`src/rtl/apt_pkg.sv`:
```
package apt_pkg;
  localparam int AW      = 32;
  localparam int PG_SH   = 12;
  localparam int SLC_SH  = 22;
  localparam int VPN_W   = AW - PG_SH;
  localparam int SLC_W   = AW - SLC_SH;
  localparam int TIX_W   = SLC_SH - PG_SH;
  localparam int MIN_SH  = 25;

  localparam logic [7:0] OFS_CTL   = 8'h02;
  localparam logic [7:0] OFS_DBASE = 8'h04;
  localparam logic [7:0] OFS_SIZE  = 8'h08;
  localparam logic [7:0] OFS_FLUSH = 8'h0C;
  localparam logic [7:0] OFS_ABASE = 8'h10;
  localparam int CTL_EN_BIT = 2;

  typedef enum logic [2:0] {
    W_IDLE, W_DIR_REQ, W_DIR_WAIT, W_PTE_REQ, W_PTE_WAIT, W_DRAIN
  } walk_st_t;

  function automatic logic f_in_window(input logic [AW-1:0] addr,
                                       input logic [AW-1:0] base,
                                       input logic [2:0] code);
    logic [AW:0] off;
    logic [5:0]  sh;
    off = {1'b0, addr} - {1'b0, base};
    sh  = 6'(MIN_SH) + {3'b000, code};
    if (code == 3'd7) return 1'b0;
    return !off[AW] && ((off[AW-1:0] >> sh) == '0);
  endfunction

  function automatic logic [AW-1:0] f_dir_addr(input logic [AW-1:0] dbase,
                                               input logic [AW-1:0] addr,
                                               input logic [AW-1:0] base);
    logic [SLC_W-1:0] idx;
    idx = addr[AW-1:SLC_SH] - base[AW-1:SLC_SH];
    return {dbase[AW-1:PG_SH], {PG_SH{1'b0}}} + {{(AW-SLC_W-2){1'b0}}, idx, 2'b00};
  endfunction

  function automatic logic [AW-1:0] f_pte_addr(input logic [VPN_W-1:0] tbl_pg,
                                               input logic [AW-1:0] addr);
    return {tbl_pg, addr[SLC_SH-1:PG_SH], 2'b00};
  endfunction

  function automatic logic [AW-1:0] f_join(input logic [VPN_W-1:0] ppn,
                                           input logic [AW-1:0] addr);
    return {ppn, addr[PG_SH-1:0]};
  endfunction
endpackage

```
`src/rtl/apt_cfg.sv`:
```
module apt_cfg
  import apt_pkg::*;
(
  input  logic          clk,
  input  logic          rst_n,
  input  logic          we,
  input  logic [7:0]    addr,
  input  logic [AW-1:0] wdata,
  output logic [AW-1:0] rdata,
  output logic [AW-1:0] dbase,
  output logic [AW-1:0] abase,
  output logic [2:0]    size_code,
  output logic          xlate_on,
  output logic          flush_evt
);
  logic [15:0]      ctl_q;
  logic [VPN_W-1:0] dbase_q;
  logic [SLC_W-1:0] abase_q;
  logic [3:0]       size_q;

  always_ff @(posedge clk) begin
    if (!rst_n) begin
      ctl_q   <= '0;
      dbase_q <= '0;
      abase_q <= '0;
      size_q  <= '0;
    end else if (we) begin
      case (addr)
        OFS_CTL:   ctl_q   <= wdata[15:0];
        OFS_DBASE: dbase_q <= wdata[AW-1:PG_SH];
        OFS_SIZE:  size_q  <= wdata[3:0];
        OFS_ABASE: abase_q <= wdata[AW-1:SLC_SH];
        default:   ;
      endcase
    end
  end

  always_comb begin
    case (addr)
      OFS_CTL:   rdata = {16'h0, ctl_q};
      OFS_DBASE: rdata = {dbase_q, {PG_SH{1'b0}}};
      OFS_SIZE:  rdata = {28'h0, size_q};
      OFS_ABASE: rdata = {abase_q, {SLC_SH{1'b0}}};
      default:   rdata = '0;
    endcase
  end

  assign dbase     = {dbase_q, {PG_SH{1'b0}}};
  assign abase     = {abase_q, {SLC_SH{1'b0}}};
  assign size_code = size_q[3:1];
  assign xlate_on  = ctl_q[CTL_EN_BIT] && size_q[0];
  assign flush_evt = we && (addr == OFS_FLUSH) && wdata[0];
endmodule

```
`src/rtl/apt_tlb.sv`:
```
module apt_tlb
  import apt_pkg::*;
#(
  parameter  int ENTRIES = 8,
  localparam int PTR_W   = (ENTRIES > 1) ? $clog2(ENTRIES) : 1
)(
  input  logic               clk,
  input  logic               rst_n,
  input  logic               flush,
  input  logic [VPN_W-1:0]   lk_vpn,
  output logic               lk_hit,
  output logic [VPN_W-1:0]   lk_ppn,
  input  logic               ins_en,
  input  logic [VPN_W-1:0]   ins_vpn,
  input  logic [VPN_W-1:0]   ins_ppn,
  output logic [ENTRIES-1:0] vld_o,
  output logic [PTR_W-1:0]   rr_o
);
  logic [ENTRIES-1:0] vld;
  logic [ENTRIES-1:0] match;
  logic [VPN_W-1:0]   tag [ENTRIES];
  logic [VPN_W-1:0]   ppn [ENTRIES];
  logic [PTR_W-1:0]   rr_q;

  for (genvar g = 0; g < ENTRIES; g++) begin : g_slot
    assign match[g] = vld[g] && (tag[g] == lk_vpn);
    always_ff @(posedge clk) begin
      if (!rst_n) begin
        vld[g] <= 1'b0;
        tag[g] <= '0;
        ppn[g] <= '0;
      end else if (flush) begin
        vld[g] <= 1'b0;
      end else if (ins_en && (rr_q == PTR_W'(g))) begin
        vld[g] <= 1'b1;
        tag[g] <= ins_vpn;
        ppn[g] <= ins_ppn;
      end
    end
  end

  always_ff @(posedge clk) begin
    if (!rst_n || flush) rr_q <= '0;
    else if (ins_en)     rr_q <= (rr_q == PTR_W'(ENTRIES - 1)) ? '0 : rr_q + 1'b1;
  end

  always_comb begin
    lk_ppn = '0;
    for (int i = 0; i < ENTRIES; i++)
      if (match[i]) lk_ppn = lk_ppn | ppn[i];
  end

  assign lk_hit = |match;
  assign vld_o  = vld;
  assign rr_o   = rr_q;
endmodule

```
`src/rtl/apt_walker.sv`:
```
module apt_walker
  import apt_pkg::*;
(
  input  logic             clk,
  input  logic             rst_n,
  input  logic             req_valid,
  input  logic [AW-1:0]    req_addr,
  output logic             req_ready,
  input  logic             win_hit,
  input  logic             tlb_hit,
  input  logic [VPN_W-1:0] tlb_ppn,
  input  logic             flush,
  input  logic [AW-1:0]    dbase,
  input  logic [AW-1:0]    abase,
  output logic             rsp_valid,
  output logic             rsp_hit,
  output logic             rsp_err,
  output logic [AW-1:0]    rsp_addr,
  output logic             mem_req,
  output logic [AW-1:0]    mem_addr,
  input  logic             mem_rvalid,
  input  logic [AW-1:0]    mem_rdata,
  output logic             ins_en,
  output logic [VPN_W-1:0] ins_vpn,
  output logic [VPN_W-1:0] ins_ppn
);
  walk_st_t         st_q;
  logic [AW-1:0]    va_q;
  logic [VPN_W-1:0] tbl_q;
  logic             accept, in_walk, abort, ent_ok;

  assign req_ready = (st_q == W_IDLE);
  assign accept    = req_valid && req_ready;
  assign in_walk   = (st_q == W_DIR_REQ) || (st_q == W_DIR_WAIT) ||
                     (st_q == W_PTE_REQ) || (st_q == W_PTE_WAIT);
  assign abort     = flush && in_walk;
  assign ent_ok    = mem_rdata[0];

  assign mem_req  = (st_q == W_DIR_REQ) || (st_q == W_PTE_REQ);
  assign mem_addr = (st_q == W_PTE_REQ) ? f_pte_addr(tbl_q, va_q)
                                        : f_dir_addr(dbase, va_q, abase);

  assign ins_en  = (st_q == W_PTE_WAIT) && mem_rvalid && ent_ok && !flush;
  assign ins_vpn = va_q[AW-1:PG_SH];
  assign ins_ppn = mem_rdata[AW-1:PG_SH];

  always_ff @(posedge clk) begin
    if (!rst_n) begin
      st_q      <= W_IDLE;
      va_q      <= '0;
      tbl_q     <= '0;
      rsp_valid <= 1'b0;
      rsp_hit   <= 1'b0;
      rsp_err   <= 1'b0;
      rsp_addr  <= '0;
    end else begin
      rsp_valid <= 1'b0;
      case (st_q)
        W_IDLE: if (accept) begin
          if (!win_hit) begin
            rsp_valid <= 1'b1; rsp_hit <= 1'b0; rsp_err <= 1'b0;
            rsp_addr  <= req_addr;
          end else if (tlb_hit && !flush) begin
            rsp_valid <= 1'b1; rsp_hit <= 1'b1; rsp_err <= 1'b0;
            rsp_addr  <= f_join(tlb_ppn, req_addr);
          end else begin
            va_q <= req_addr;
            st_q <= W_DIR_REQ;
          end
        end
        W_DIR_REQ: st_q <= abort ? W_DRAIN : W_DIR_WAIT;
        W_DIR_WAIT: begin
          if (abort) st_q <= mem_rvalid ? W_DIR_REQ : W_DRAIN;
          else if (mem_rvalid) begin
            if (ent_ok) begin
              tbl_q <= mem_rdata[AW-1:PG_SH];
              st_q  <= W_PTE_REQ;
            end else begin
              rsp_valid <= 1'b1; rsp_hit <= 1'b1; rsp_err <= 1'b1;
              rsp_addr  <= '0;
              st_q      <= W_IDLE;
            end
          end
        end
        W_PTE_REQ: st_q <= abort ? W_DRAIN : W_PTE_WAIT;
        W_PTE_WAIT: begin
          if (abort) st_q <= mem_rvalid ? W_DIR_REQ : W_DRAIN;
          else if (mem_rvalid) begin
            rsp_valid <= 1'b1; rsp_hit <= 1'b1;
            rsp_err   <= !ent_ok;
            rsp_addr  <= ent_ok ? f_join(mem_rdata[AW-1:PG_SH], va_q) : '0;
            st_q      <= W_IDLE;
          end
        end
        W_DRAIN: if (mem_rvalid) st_q <= W_DIR_REQ;
        default: st_q <= W_IDLE;
      endcase
    end
  end
endmodule

```
`src/rtl/apt_xlate_top.sv`:
```
module apt_xlate_top
  import apt_pkg::*;
#(
  parameter  int CACHE_ENTRIES = 8,
  localparam int PTR_W = (CACHE_ENTRIES > 1) ? $clog2(CACHE_ENTRIES) : 1
)(
  input  logic        clk,
  input  logic        rst_n,
  input  logic        cfg_we,
  input  logic [7:0]  cfg_addr,
  input  logic [31:0] cfg_wdata,
  output logic [31:0] cfg_rdata,
  input  logic        req_valid,
  output logic        req_ready,
  input  logic [31:0] req_addr,
  output logic        rsp_valid,
  output logic        rsp_hit,
  output logic        rsp_err,
  output logic [31:0] rsp_addr,
  output logic        mem_req,
  output logic [31:0] mem_addr,
  input  logic        mem_rvalid,
  input  logic [31:0] mem_rdata
);
  logic [AW-1:0]            dbase, abase;
  logic [2:0]               size_code;
  logic                     xlate_on, flush_evt, win_hit;
  logic                     tlb_hit;
  logic [VPN_W-1:0]         tlb_ppn, ins_vpn, ins_ppn;
  logic                     install_evt, bypass_evt;
  logic [CACHE_ENTRIES-1:0] cache_vld;
  logic [PTR_W-1:0]         rr_ptr;

  apt_cfg u_cfg (
    .clk(clk), .rst_n(rst_n), .we(cfg_we), .addr(cfg_addr), .wdata(cfg_wdata),
    .rdata(cfg_rdata), .dbase(dbase), .abase(abase), .size_code(size_code),
    .xlate_on(xlate_on), .flush_evt(flush_evt)
  );

  assign win_hit    = xlate_on && f_in_window(req_addr, abase, size_code);
  assign bypass_evt = req_valid && req_ready && !win_hit;

  apt_tlb #(.ENTRIES(CACHE_ENTRIES)) u_tlb (
    .clk(clk), .rst_n(rst_n), .flush(flush_evt),
    .lk_vpn(req_addr[AW-1:PG_SH]), .lk_hit(tlb_hit), .lk_ppn(tlb_ppn),
    .ins_en(install_evt), .ins_vpn(ins_vpn), .ins_ppn(ins_ppn),
    .vld_o(cache_vld), .rr_o(rr_ptr)
  );

  apt_walker u_walk (
    .clk(clk), .rst_n(rst_n), .req_valid(req_valid), .req_addr(req_addr),
    .req_ready(req_ready), .win_hit(win_hit), .tlb_hit(tlb_hit), .tlb_ppn(tlb_ppn),
    .flush(flush_evt), .dbase(dbase), .abase(abase),
    .rsp_valid(rsp_valid), .rsp_hit(rsp_hit), .rsp_err(rsp_err), .rsp_addr(rsp_addr),
    .mem_req(mem_req), .mem_addr(mem_addr), .mem_rvalid(mem_rvalid), .mem_rdata(mem_rdata),
    .ins_en(install_evt), .ins_vpn(ins_vpn), .ins_ppn(ins_ppn)
  );
endmodule

```
`config.mk`:
```
export PLATFORM = sky130hd
export DESIGN_NAME = apt_xlate_top
export DESIGN_NICKNAME = d
export VERILOG_FILES = /design/src/rtl/apt_pkg.sv /design/src/rtl/apt_cfg.sv /design/src/rtl/apt_tlb.sv /design/src/rtl/apt_walker.sv /design/src/rtl/apt_xlate_top.sv
export SDC_FILE = /design/constraint.sdc
export NUM_CORES = 1
export LEC_CHECK = 0
export BUFFER_PORTS_ARGS = -buffer_cell sky130_fd_sc_hd__buf_2
export CORE_MARGIN = 2
export CORE_UTILIZATION = 50
export CTS_CLUSTER_SIZE = 10
export DETAILED_ROUTE_END_ITERATION = 10
export HOLD_SLACK_MARGIN = 0.1
export PLACE_DENSITY = 0.8
export SYNTH_ARGS = -nofsm -noshare
export SYNTH_HDL_FRONTEND = slang
export SYNTH_SLANG_ARGS = --single-unit
```
`constraint.sdc`:
```
create_clock -name clk -period 3 [get_ports clk]
set_clock_uncertainty 0.15 [all_clocks]
set_input_delay 0.15 -clock clk [delete_from_list [all_inputs] [get_ports clk]]
set_output_delay 0.15 -clock clk [all_outputs]
set_load 0.1 [all_outputs]
```
==> results.cfg <==
[status]
status = finished with violations
failed_checks = negative setup slack

[global_routing]
grt_first_pass_wirelength_mm = 115
grt_pass1_vias = 19100
grt_max_degree = 73
antenna_found_initial = 3
gr-usage-all-layers_pct = 32.9
overflow = 0

[critical_path]
cp-end-kind = register
endpoint = u_walk.rsp_addr[5]
r2r-start = u_cfg.abase_q[5]
crit_type = primary input to register
r2r_end = u_walk.rsp_addr[5]
reg2reg_slack_ns = -0.32
reg2regPathDepth = 16
cp.required_ns = 3.32
start_kind = primary input
cp.arrival_ns = 3.66
crit_path_start = req_addr[12]
cp_max_fo = 5

[clock_tree]
cts.sinks = 471
clk_latency_ns = 0.59
cts.clk_slew.worst_paths_ns = 0.06
cts_made_buffers = 53
cts_tree = built
clk_path_buf_depth = 3
cts-root-buf = clkbuf_16
htree_levels = 2

[layout]
fin_area_sq_um = 29200
drive_above_1_share_pct = 27.3
nNetsFinal = 2512
regArea_sq_um = 12600
finalNonFillerCells = 3004
syn_to_final_growth_pct = 31.7
post-route-util_pct = 66.4
multi_input_area_sq_um = 9620
fillers = 2903

[pwr]
power.leakage_nw = 11.9
powerDensity_nw_per_um2 = 498
finalPower_mw = 14.6
max-vdd-ir-drop_uv = 463

[routing]
viasPerCell = 6.43
drc = 0
ant_nets = 0
route.final.wire_length_mm = 79.5
via_count = 19300
wl_per_cell_um = 26.4
drt_pass1_iterations = 6
drt_iter0_drc = 3009

[flow_run]
drv_cap = 0

[floorplanning]
dieHeight_um = 215
core-area_sq_um = 44000
io_pins = 210
initial_core_util_pct = 50.4
dieArea_sq_um = 46100
die_w_um = 215
std_cell_rows = 77

[synthesis]
synth_common_cells = 320 x edfxtp_1, 206 x and3_1, 163 x nand2_1, 151 x dfxtp_1, 137 x and2_1
async_flop_share_pct = 0
ys_seq_area_share_pct = 56.9
synth_top_cell_by_area = edfxtp_1
yosysTopAreaCellShare_pct = 43.3
ys_types = 69
ys.flop_type = edfxtp_1
synth-edff-count = 320
ys_warn_count = 0
synth.ff_latch_count = 471
synth_area_leaders = edfxtp_1 43%, dfxtp_1 14%, and3_1 5.8%
syn_inst = 1982
synth.avg_cell_area_sq_um = 11.2
synth.most_common_cell = edfxtp_1
synthesis.area_sq_um = 22200

[timing]
layout_setup_ws_ns = -0.346
setup_viol = 66
rsz0062_at_grt = yes
slew_headroom_pct = 42.9
worst_pin_slew_ns = 0.857
finalSetupTns_ns = -7.54
hold_viol_final = 0
fmax_mhz = 299
post-route-period-util_pct = 112
final_max_slew_viol_count = 0
hold_ws_ns = 0.122
fin_crit_ns = 3.35

[worst_hold_path]
hold_class = primary input to register

[placed_design]
postPlaceCellArea_sq_um = 25400
dp_slack_ns = -0.262
dp_cells = 2783
place_congestion = 0.891
placement.io_buffers = 196
place_hpwl_mm = 45.9
==> routing by layer <==
layer,share of wire [%],GRT usage (%),up-vias
li1,-,-,8001
met1,34,41.2,9273
met2,46,52.9,1687
met3,14,7.50,367
met4,6.5,18.2,0
met5,0,0,-
==> power breakdown <==
group          total [mW]  switching, mW  internal (mW)
logic                1.43          0.924          0.503
registers            7.20         0.0962           7.11
clock network        5.93           2.57           3.36
total                14.6           3.59           11.0
==> sequential cells by signal, summed over array words and instances (netlist names) <==
register and count:
u_walk.va_q 32, u_walk.st_q 3, u_walk.rsp_valid 1, u_cfg.size_q 4, u_tlb.tag 160, u_walk.rsp_err 1
u_tlb.ppn 160, u_cfg.abase_q 10, u_walk.tbl_q 20, u_walk.rsp_hit 1, u_cfg.dbase_q 20, u_tlb.vld_o 8
u_cfg.ctl_q 16, u_walk.rsp_addr 32, u_tlb.rr_o 3
==> critical path: stages <==
cell and delay, ns:
buf_2 0.17, dlygate4sd3_1 0.69, buf_4 0.21, xor2_1 0.16
nor4_1 0.16, nand4_1 0.26, nor4_4 0.40, nor4_1 0.10
a21oi_2 0.22, buf_4 0.18, o21ai_4 0.09, buf_6 0.15
buf_12 0.12, buf_16 0.14, nor2b_4 0.13, nor3_2 0.33
==> placed cells by master (no fill, tap or decap), drive strengths merged, types with 24 or more instances in the layout <==
master,synthesis,routed
a21oi,119,119
a221oi,52,52
a22o,38,38
a22oi,40,40
and2,138,138
and3,206,206
buf,45,405
clkbuf,115,85
dfxtp,151,151
dlygate4sd3,0,93
edfxtp,320,320
ha,24,24
inv,45,47
mux2i,35,35
nand2,163,163
nand3,24,24
nand4,39,39
nor2,56,56
nor3,32,32
nor4,30,30
xnor2,65,65
xor2,104,104
==> how the worst min path moves through the flow <==
stage	start	end	slack [ns]	depth (start not counted)
6_report	cfg_addr[3]	u_cfg.size_q[2]	0.12	6
5_1_grt	req_addr[26]	u_walk.rsp_addr[26]	0.16	4
4_1_cts	cfg_addr[3]	u_cfg.dbase_q[11]	0.11	5
3_5_place_dp	cfg_wdata[6]	u_cfg.ctl_q[6]	0.25	3
3_3_place_gp	cfg_wdata[4]	u_cfg.ctl_q[4]	0.24	3
2_1_floorplan	cfg_wdata[10]	u_cfg.ctl_q[10]	0.14	2
==> repair_timing <==
action | 4_1_cts | 5_1_grt
gates cloned | 7 | 2
gates resized for setup | 118 | 74
buffers inserted | 34 | 6
setup endpoints to repair | 73 | 75
hold buffers | 93 | 0
endpoints found under the hold margin | 296 | 0
pin swaps | 46 | 35
==> logic make-up (layout without fill, tap and decap cells) <==
kind of cell    count (synthesis)  after routing  synth area share, %
compound gates                323            323                 10.1
fa+ha+maj                      25             25                 1.44
mux                            56             56                 2.65
flops                         471            471                 56.9
simple gates                  732            732                 18.2
xor+xnor                      169            169                 6.67
other cells                     1              4               0.0169
buf+inv                       205            632                 3.91
==> final cells by class <==
class                      instances  area share [%]
clock inverter                     3           0.163
inverter                          45           0.587
timing repair buffer             500            15.5
tap                              592            2.54
clock buffer                      84            4.97
antenna                            2          0.0171
multi-input combinational       1307            32.9
sequential                       471            43.3
Power figures use the tool's default switching activity.
